## src/rtl/coef_pkg.sv

```systemverilog
package coef_pkg;
   // word addresses on the register bus
   localparam int ADDR_DATA = 0;
   localparam int ADDR_CTRL = 1;
   // control register bit positions
   localparam int BIT_EN    = 0;
   localparam int BIT_WREN  = 1;
   localparam int BIT_DONE  = 2;

   typedef enum logic [1:0] {
      SRC_ZERO = 2'd0,
      SRC_HOLD = 2'd1,
      SRC_TAB  = 2'd2
   } rd_src_t;
endpackage

```

## src/rtl/coef_ctl_regs.sv

```systemverilog
module coef_ctl_regs (
   input  logic clk,
   input  logic rst,
   input  logic ctl_wr,
   input  logic new_en,
   input  logic new_wren,
   output logic en,
   output logic wren,
   output logic wren_rise,
   output logic wren_fall
);
   always_ff @(posedge clk) begin
      if (rst) begin
         en   <= 1'b0;
         wren <= 1'b0;
      end else if (ctl_wr) begin
         en   <= new_en;
         wren <= new_wren;
      end
   end

   // edges seen at the moment of the control write
   assign wren_rise = ctl_wr &  new_wren & ~wren;
   assign wren_fall = ctl_wr & ~new_wren &  wren;
endmodule

```

## src/rtl/coef_ptr_unit.sv

```systemverilog
module coef_ptr_unit #(
   parameter int DEPTH = 128,
   parameter int CW    = 16,
   localparam int IW   = $clog2(DEPTH)
) (
   input  logic          clk,
   input  logic          rst,
   input  logic          wren,
   input  logic          wren_rise,
   input  logic          wren_fall,
   input  logic          data_wr,
   input  logic          data_rd,
   input  logic [CW-1:0] wdata,
   output logic [IW:0]   wr_cnt,
   output logic [IW-1:0] rd_ptr,
   output logic          wr_acc,
   output logic          tab_re,
   output logic [CW-1:0] last,
   output logic          done
);
   localparam logic [IW:0] FULL = (IW+1)'(DEPTH);
   localparam logic [IW:0] LAST = (IW+1)'(DEPTH - 1);

   assign wr_acc = data_wr & wren & (wr_cnt < FULL);
   assign tab_re = data_rd & ~wren;

   always_ff @(posedge clk) begin
      if (rst) begin
         wr_cnt <= '0;
         done   <= 1'b0;
      end else if (wren_rise) begin
         wr_cnt <= '0;
         done   <= 1'b0;
      end else if (wr_acc) begin
         wr_cnt <= wr_cnt + 1'b1;
         if (wr_cnt == LAST) done <= 1'b1;
      end
   end

   always_ff @(posedge clk) begin
      if (rst)                  last <= '0;
      else if (data_wr && wren) last <= wdata;
   end

   // read pointer wraps naturally (DEPTH is a power of two)
   always_ff @(posedge clk) begin
      if (rst)            rd_ptr <= '0;
      else if (wren_fall) rd_ptr <= '0;
      else if (tab_re)    rd_ptr <= rd_ptr + 1'b1;
   end
endmodule

```

## src/rtl/coef_table.sv

```systemverilog
module coef_table #(
   parameter int DEPTH = 128,
   parameter int CW    = 16,
   localparam int IW   = $clog2(DEPTH)
) (
   input  logic          clk,
   input  logic          we,
   input  logic [IW-1:0] waddr,
   input  logic [CW-1:0] wdata,
   input  logic          re_a,
   input  logic [IW-1:0] addr_a,
   output logic [CW-1:0] qa,
   input  logic [IW-1:0] addr_b,
   output logic [CW-1:0] qb
);
   logic [CW-1:0] mem [DEPTH];

   always_ff @(posedge clk) begin
      if (we) mem[waddr] <= wdata;
   end

   always_ff @(posedge clk) begin
      if (re_a) qa <= mem[addr_a];
   end

   always_ff @(posedge clk) begin
      qb <= mem[addr_b];
   end
endmodule

```

## src/rtl/coef_seq_loader.sv

```systemverilog
module coef_seq_loader
   import coef_pkg::*;
#(
   parameter int DEPTH  = 128,
   parameter int CW     = 16,
   parameter int BUS_W  = 32,
   parameter int AW     = 4,
   localparam int IW    = $clog2(DEPTH)
) (
   input  logic             clk,
   input  logic             rst,
   input  logic [AW-1:0]    bus_addr,
   input  logic             bus_wr,
   input  logic             bus_rd,
   input  logic [BUS_W-1:0] bus_wdata,
   output logic [BUS_W-1:0] bus_rdata,
   input  logic [IW-1:0]    tap_idx,
   output logic [CW-1:0]    tap_coef,
   output logic             filt_en
);
   initial begin
      if ((1 << IW) != DEPTH) $fatal(1, "DEPTH must be a power of two");
      if (BUS_W < CW || BUS_W < 3) $fatal(1, "BUS_W too narrow");
      if ((1 << AW) <= ADDR_CTRL) $fatal(1, "AW too narrow");
   end

   logic hit_data, hit_ctrl;
   logic data_wr, data_rd, ctl_wr;
   assign hit_data = (bus_addr == AW'(ADDR_DATA));
   assign hit_ctrl = (bus_addr == AW'(ADDR_CTRL));
   assign data_wr  = bus_wr & hit_data;
   assign data_rd  = bus_rd & hit_data;
   assign ctl_wr   = bus_wr & hit_ctrl;

   logic wren_q, wren_rise, wren_fall;
   coef_ctl_regs u_ctl (
      .clk      (clk),
      .rst      (rst),
      .ctl_wr   (ctl_wr),
      .new_en   (bus_wdata[BIT_EN]),
      .new_wren (bus_wdata[BIT_WREN]),
      .en       (filt_en),
      .wren     (wren_q),
      .wren_rise(wren_rise),
      .wren_fall(wren_fall)
   );

   logic [IW:0]   wr_cnt;
   logic [IW-1:0] rd_ptr;
   logic          wr_acc, tab_re, done_q;
   logic [CW-1:0] last_q;
   coef_ptr_unit #(.DEPTH(DEPTH), .CW(CW)) u_ptr (
      .clk      (clk),
      .rst      (rst),
      .wren     (wren_q),
      .wren_rise(wren_rise),
      .wren_fall(wren_fall),
      .data_wr  (data_wr),
      .data_rd  (data_rd),
      .wdata    (bus_wdata[CW-1:0]),
      .wr_cnt   (wr_cnt),
      .rd_ptr   (rd_ptr),
      .wr_acc   (wr_acc),
      .tab_re   (tab_re),
      .last     (last_q),
      .done     (done_q)
   );

   logic [CW-1:0] tab_q;
   coef_table #(.DEPTH(DEPTH), .CW(CW)) u_tab (
      .clk   (clk),
      .we    (wr_acc),
      .waddr (wr_cnt[IW-1:0]),
      .wdata (bus_wdata[CW-1:0]),
      .re_a  (tab_re),
      .addr_a(rd_ptr),
      .qa    (tab_q),
      .addr_b(tap_idx),
      .qb    (tap_coef)
   );

   // zero extension of coefficient-wide values onto the bus
   logic [BUS_W-1:0] last_ext, tab_ext;
   generate
      if (BUS_W > CW) begin : g_ext
         assign last_ext = {{(BUS_W-CW){1'b0}}, last_q};
         assign tab_ext  = {{(BUS_W-CW){1'b0}}, tab_q};
      end else begin : g_same
         assign last_ext = last_q;
         assign tab_ext  = tab_q;
      end
   endgenerate

   logic [BUS_W-1:0] ctrl_word;
   always_comb begin
      ctrl_word           = '0;
      ctrl_word[BIT_EN]   = filt_en;
      ctrl_word[BIT_WREN] = wren_q;
      ctrl_word[BIT_DONE] = done_q;
   end

   rd_src_t          src_q;
   logic [BUS_W-1:0] hold_q;
   always_ff @(posedge clk) begin
      if (rst) begin
         src_q  <= SRC_ZERO;
         hold_q <= '0;
      end else if (bus_rd) begin
         if (hit_data && !wren_q) begin
            src_q <= SRC_TAB;
         end else if (hit_data) begin
            src_q  <= SRC_HOLD;
            hold_q <= last_ext;
         end else if (hit_ctrl) begin
            src_q  <= SRC_HOLD;
            hold_q <= ctrl_word;
         end else begin
            src_q  <= SRC_ZERO;
         end
      end
   end

   always_comb begin
      unique case (src_q)
         SRC_TAB:  bus_rdata = tab_ext;
         SRC_HOLD: bus_rdata = hold_q;
         default:  bus_rdata = '0;
      endcase
   end
endmodule

```

## config.mk

```make
export PLATFORM = sky130hd
export DESIGN_NAME = coef_seq_loader
export DESIGN_NICKNAME = d
export VERILOG_FILES = /design/src/rtl/coef_pkg.sv /design/src/rtl/coef_ctl_regs.sv /design/src/rtl/coef_ptr_unit.sv /design/src/rtl/coef_table.sv /design/src/rtl/coef_seq_loader.sv
export SDC_FILE = /design/constraint.sdc
export NUM_CORES = 2
export LEC_CHECK = 0
export ABC_AREA = 0
export BUFFER_PORTS_ARGS = -buffer_cell sky130_fd_sc_hd__buf_2
export CAP_MARGIN = 5
export CORE_ASPECT_RATIO = 1.75
export CORE_MARGIN = 1.5
export CORE_UTILIZATION = 30
export CTS_CLUSTER_DIAMETER = 100
export DETAILED_ROUTE_END_ITERATION = 10
export GPL_ROUTABILITY_DRIVEN = 0
export PLACE_DENSITY = 0.52
export SYNTH_ARGS = -nofsm -noshare
export SYNTH_HDL_FRONTEND = slang
export SYNTH_SLANG_ARGS = --single-unit
```

## constraint.sdc

```tcl
create_clock -name clk -period 6.4 [get_ports clk]
set_input_delay 0.64 -clock clk [delete_from_list [all_inputs] [get_ports clk]]
set_output_delay 0.64 -clock clk [all_outputs]
set_load 0.005 [all_outputs]
```

Yosys cells after proc, flatten, opt, wreduce, memory -nomap -nowiden
Memory sizes are Yosys's and may differ from the RTL's. A register that Yosys moved wholly into a read port is not among the register bits.
Cells that the tools add are included.
{ "classes": {"reduce_logical": 9, "mux": 8, "eq_ne": 4, "n_lt_le_gt_ge": 1, "bitwise": 13, "n_addsub": 2} }
{ "ops": {"columns": ["cell", "count"], "rows": [
  ["two-way mux 32 bit", 2],
  ["case mux 32 bit (2 select lines)", 1],
  ["bitwise AND 1 bit", 10],
  ["adder 8 x 1 -> 8 bit, second input constant", 1],
  ["equality test 8 x 7 -> 1 bit, second input constant", 1],
  ["less-than comparator 8 bit, second input constant", 1],
  ["adder 7 x 1 -> 7 bit, second input constant", 1],
  ["equality test 4 x 1 -> 1 bit, second input constant", 1],
  ["logical NOT 4 bit", 1],
  ["two-way mux 1 bit", 4],
  ["OR reduction 2 bit", 2],
  ["inverter 1 bit", 3],
  ["AND reduction 3 bit", 1],
  ["equality test 2 x 1 -> 1 bit, second input constant", 1],
  ["equality test 2 bit, second input constant", 1],
  ["logical AND 1 bit", 2],
  ["two-way mux 2 bit", 1],
  ["AND reduction 2 bit", 1],
  ["nonzero test 2 bit", 1],
  ["logical NOT 1 bit", 1]
]} }
{ "word_totals": {"n_memories": 1, "input_bits": 47, "register_bits": 68, "output_inout_bits": 49, "elab_cells": 46, "mem_bits_rw": 2048} }
{ "mem_list": {"columns": ["name", "depth", "width", "rd", "rd_ports_with_merged_regs", "wr", "line", "rtl"], "rows": [
  ["u_tab.mem", 128, 16, 2, 2, 1, "coef_table.sv:16", "logic [CW-1:0] mem [DEPTH];"]
]} }

Longest topological paths before layout
{ "depth": {"ltp_word": 6, "ltp_mapped": 11} }

Hierarchy
Synthesis repeated with hierarchy kept, for this count alone.
{ "hier_totals": {"cells_unflattened": 4253, "area_unflattened_um2": 97567.3} }
{ "by_module_without_submodules": {"columns": ["mod", "n_inst", "seq_area_each_um2", "area_each_um2", "cells_each"], "rows": [
  ["coef_table", 1, 62299.8, 94956.1, 3941],
  ["coef_ptr_unit", 1, 640.6, 1295.0, 155],
  ["coef_seq_loader", 1, 360.3, 1229.9, 148],
  ["coef_ctl_regs", 1, 40.0, 86.3, 9]
]} }

Worst setup path after synthesis
Ideal clock, no wire load.
{ "synth_timing": {"kind": "input -> register", "startpoint": "in bus_addr[0]", "endpoint": "mem u_tab.mem[111][0] (enable)", "setup_ps": 389, "n_path_buf": 2, "cell_stages": 6, "arrival_ps": 2842, "slack_ps": 3169, "required_ps": 6011, "cell_sequence": "or4_1 > buf_2 > nor4_4 > nand3_2 > clkbuf_1 > nor2_1"} }
{ "synth_between": {"elab_chain_len": 6} }
{ "synth_lines": {"columns": ["element", "line", "rtl"], "rows": [
  ["start: declaration", "coef_seq_loader.sv:12", "input logic [AW-1:0] bus_addr,"],
  ["logical NOT 4 bit", "coef_seq_loader.sv:29", "assign hit_data = (bus_addr == AW'(ADDR_DATA));"],
  ["bitwise AND 1 bit", "coef_seq_loader.sv:31", "assign data_wr = bus_wr & hit_data;"],
  ["bitwise AND 1 bit (2 in series)", "coef_ptr_unit.sv:24", "assign wr_acc = data_wr & wren & (wr_cnt < FULL);"],
  ["two-way mux 1 bit", "coef_table.sv:19", "if (we) mem[waddr] <= wdata;"],
  ["two-way mux 1 bit (implied by the code)", "coef_table.sv:19", null],
  ["end: declaration", "coef_table.sv:16", null]
]} }
Every way passes these cells.

==> metrics.yaml <==
status: "finished with violations"
violations: "capacitance limit, slew limit"
start_kind: "flip-flop"
cts-resized-gates: 0
drv_slew: 2
clockBufferDepth: 4
die_y_microns: 759
syn_inst: 5120
max_freq_mhz: 221
final-setup-viol-count: 0
period_needed_ps: 4530
critPathKind: "flip-flop to flip-flop"
synth_fa_ha_area_frac: 0.000511
synth_top_family_by_area: "multiplexers"
worst_pin_slew_ps: 1530
synth_xor_area_frac: 0.000983
layout-area-overhead-vs-synth_pct: 13.2
vias_per_cell: 5.70
grt-ovfl-total: 0
fillers: 30800
first_pass_iters: 5
dieWidth_microns: 435
regArea_sq_mm: 0.0634
relSlewSlack: -0.0197
core-area_sq_mm: 0.325
yosysTopAreaCellShare: 0.632
cts-root-buf: "clkbuf_16"
grt.total_usage: 0.213
ys.flop_type: "edfxtp_1"
critPathRequiredTime_ps: 6970
drtIter0Drc: 6177
synth_simple_gate_area_frac: 0.0311
p_per_area_mw_per_mm2: 258
cts_max_level: 4
yosysWarnings: 0
avgSynthCellArea_sq_um: 19.1
port_buffers: 63
hp-class: "input port to flip-flop"
multi_input_area_sq_mm: 0.0328
p_leak_nw: 33.5
dieArea_sq_mm: 0.330
nets: 5342
dp_slack_ps: 1710
cts_buffers: 192
hold_violations: 0
grt_pass1_vias: 57400
detailroute.via_count: 55700
final_antenna_net_count: 0
initial_core_util: 0.301
seqPwrFrac: 0.537
fin_area_sq_mm: 0.111
end_kind: "flip-flop"
ios: 96
rsz0062_at_grt: "false"
timing.final.crit_share: 0.708
internal_power_mw: 22.2
synthArstFlopShare: 0
comb_power_share: 0.051
muxShareOfSynthArea: 0.261
switching_power_mw: 6.36
path_clk_slew_ps: 70
cts_tree: "yes"
layout_setup_ws_ps: 1870
pwr-share-clk: 0.413
placementRows: 277
clock-sinks: 2132
clk_latency_ps: 900
cts_setup_buffers: 0
synthDistinctLibCells: 62
synth_largest_area_cell: "edfxtp_1"
ir_drop_uv: 232
ys_seq_elements: 2132
synth_area_sq_mm: 0.0980
final_cell_mix: "edfxtp_1, mux4_2, mux2i_1"
drive_above_1_share: 0.334
synth-seq-area-share: 0.646
dpl_cell_area_sq_mm: 0.105
skew_ps: 44.4
synth_compound_area_frac: 0.0363
synth_edf_count: 2064
grt_start_max_net_pins: 119
layout_commonest_cell: "edfxtp_1"
antenna_found_initial: 21
cp_max_fo: 37
hpwl_mm: 245
wl_per_cell_microns: 36.8
grt_pass1_wl_mm: 488
setup_tns_ps: 0
arrival_ps: 5100
swShare: 0.222
ys_top_cells_by_area: "edfxtp_1, mux4_2, mux2i_1"
hold_buffers: 0
routed_wirelength_mm: 359
drv_cap: 1
drc_errors: 0
==> flip-flops by register name, summed over array words and instances, names as in the netlist <==
register and cells:
u_ptr.done 1, u_ctl.en 1, u_ptr.last 16, hold_q 16
u_ptr.rd_ptr 7, u_tab.mem 2048, u_ptr.wr_cnt 8, u_tab.qa 16
u_ctl.wren 1, u_tab.qb 16, src_q 2
==> synth_stat cells, drive strengths merged, types with 5 or more instances <==
master   count
a2111oi     23
a211oi      41
a21oi       66
a221oi      12
a22o         5
a22oi      101
a31o         6
a31oi       18
a32oi        7
and2         9
and3        15
buf        250
clkbuf     168
dfxtp       68
edfxtp    2064
inv         11
mux2        25
mux2i      323
mux4       977
nand2      291
nand2b       5
nand3       69
nand4       20
nor2       221
nor2b       16
nor3         9
nor4        22
o211ai      53
o21ai       50
o22ai      114
or3          5
or4         10
xnor2        5
xor2         6
==> per-layer routing <==
| layer | routed length [microns] | up-vias | GRT usage |
|---|---|---|---|
| li1 | - | 22100 | - |
| met1 | 121000 | 30300 | 0.232 |
| met2 | 184000 | 2535 | 0.373 |
| met3 | 20600 | 756 | 0.0278 |
| met4 | 33300 | 16 | 0.167 |
| met5 | 108 | - | 0 |
==> cells by family (layout without fill, tap and decap cells) <==
| group | count (synthesis) | after routing |
|---|---|---|
| AO/OA/AOI/OAI | 519 | 519 |
| XOR/XNOR | 11 | 11 |
| adder cells (fa/ha/maj) | 4 | 4 |
| buffers and inverters | 430 | 732 |
| flip-flops | 2132 | 2132 |
| multiplexers | 1325 | 1325 |
| other | 1 | 29 |
| AND/OR/NAND/NOR | 698 | 698 |
==> power by group through the flow <==
stage          Sequential [mW]  Clock, mW  Combinational, mW
5_1_grt                   15.3       12.4               1.49
4_1_cts                   15.3       12.0               1.45
3_5_place_dp              15.6          0               1.45
3_3_place_gp              15.6          0               1.44
6_report                  15.3       11.8               1.45
2_1_floorplan             15.6          0              0.705
==> path summary, 6_finish.rpt <==
check | depth (start not counted) | slack [ps] | startpoint | endpoint
setup reg to reg | 6 | 1870 | u_ptr.rd_ptr[0]$_SDFFE_PP0P_ | u_tab.qa[9]$_DFFE_PP_
setup / recovery | 6 | 1870 | u_ptr.rd_ptr[0]$_SDFFE_PP0P_ | u_tab.qa[9]$_DFFE_PP_
hold / removal | 3 | 90 | bus_rd | hold_q[1]$_SDFFE_PP0P_
hold reg to reg | 2 | 460 | u_ptr.last[15]$_SDFFE_PP0P_ | u_ptr.last[15]$_SDFFE_PP0P_
==> metrics by stage <==
stage / cells / util / hold slack (ps) / total power, mW
floorplan: 5135 / - / 432 / 16.3
detailed placement: 9421 / 0.322 / 449 / 17.1
finish: 9774 / 0.341 / 90.0 / 28.6
global placement: 9421 / 0.322 / 443 / 17.1
CTS: 9761 / 0.341 / 54.8 / 28.7
global route: 9770 / 0.341 / 115 / 29.2
==> critical path: stages, from the launching register on <==
cell	delay (ps)
dfxtp_4	950
nor2b_2	950
buf_4	410
a22o_1	200
a221oi_1	130
a2111oi_1	1400
a32oi_1	90
==> area by class of cell <==
class | count | area share
sequential | 2132 | 0.571
multi-input combinational | 2573 | 0.296
tap | 4324 | 0.0488
clock buffer | 238 | 0.0459
timing repair buffer | 380 | 0.0286
clock inverter | 102 | 0.00944
inverter | 12 | 0.000462
antenna | 13 | 0.000293
Power figures use the tool's default switching activity.
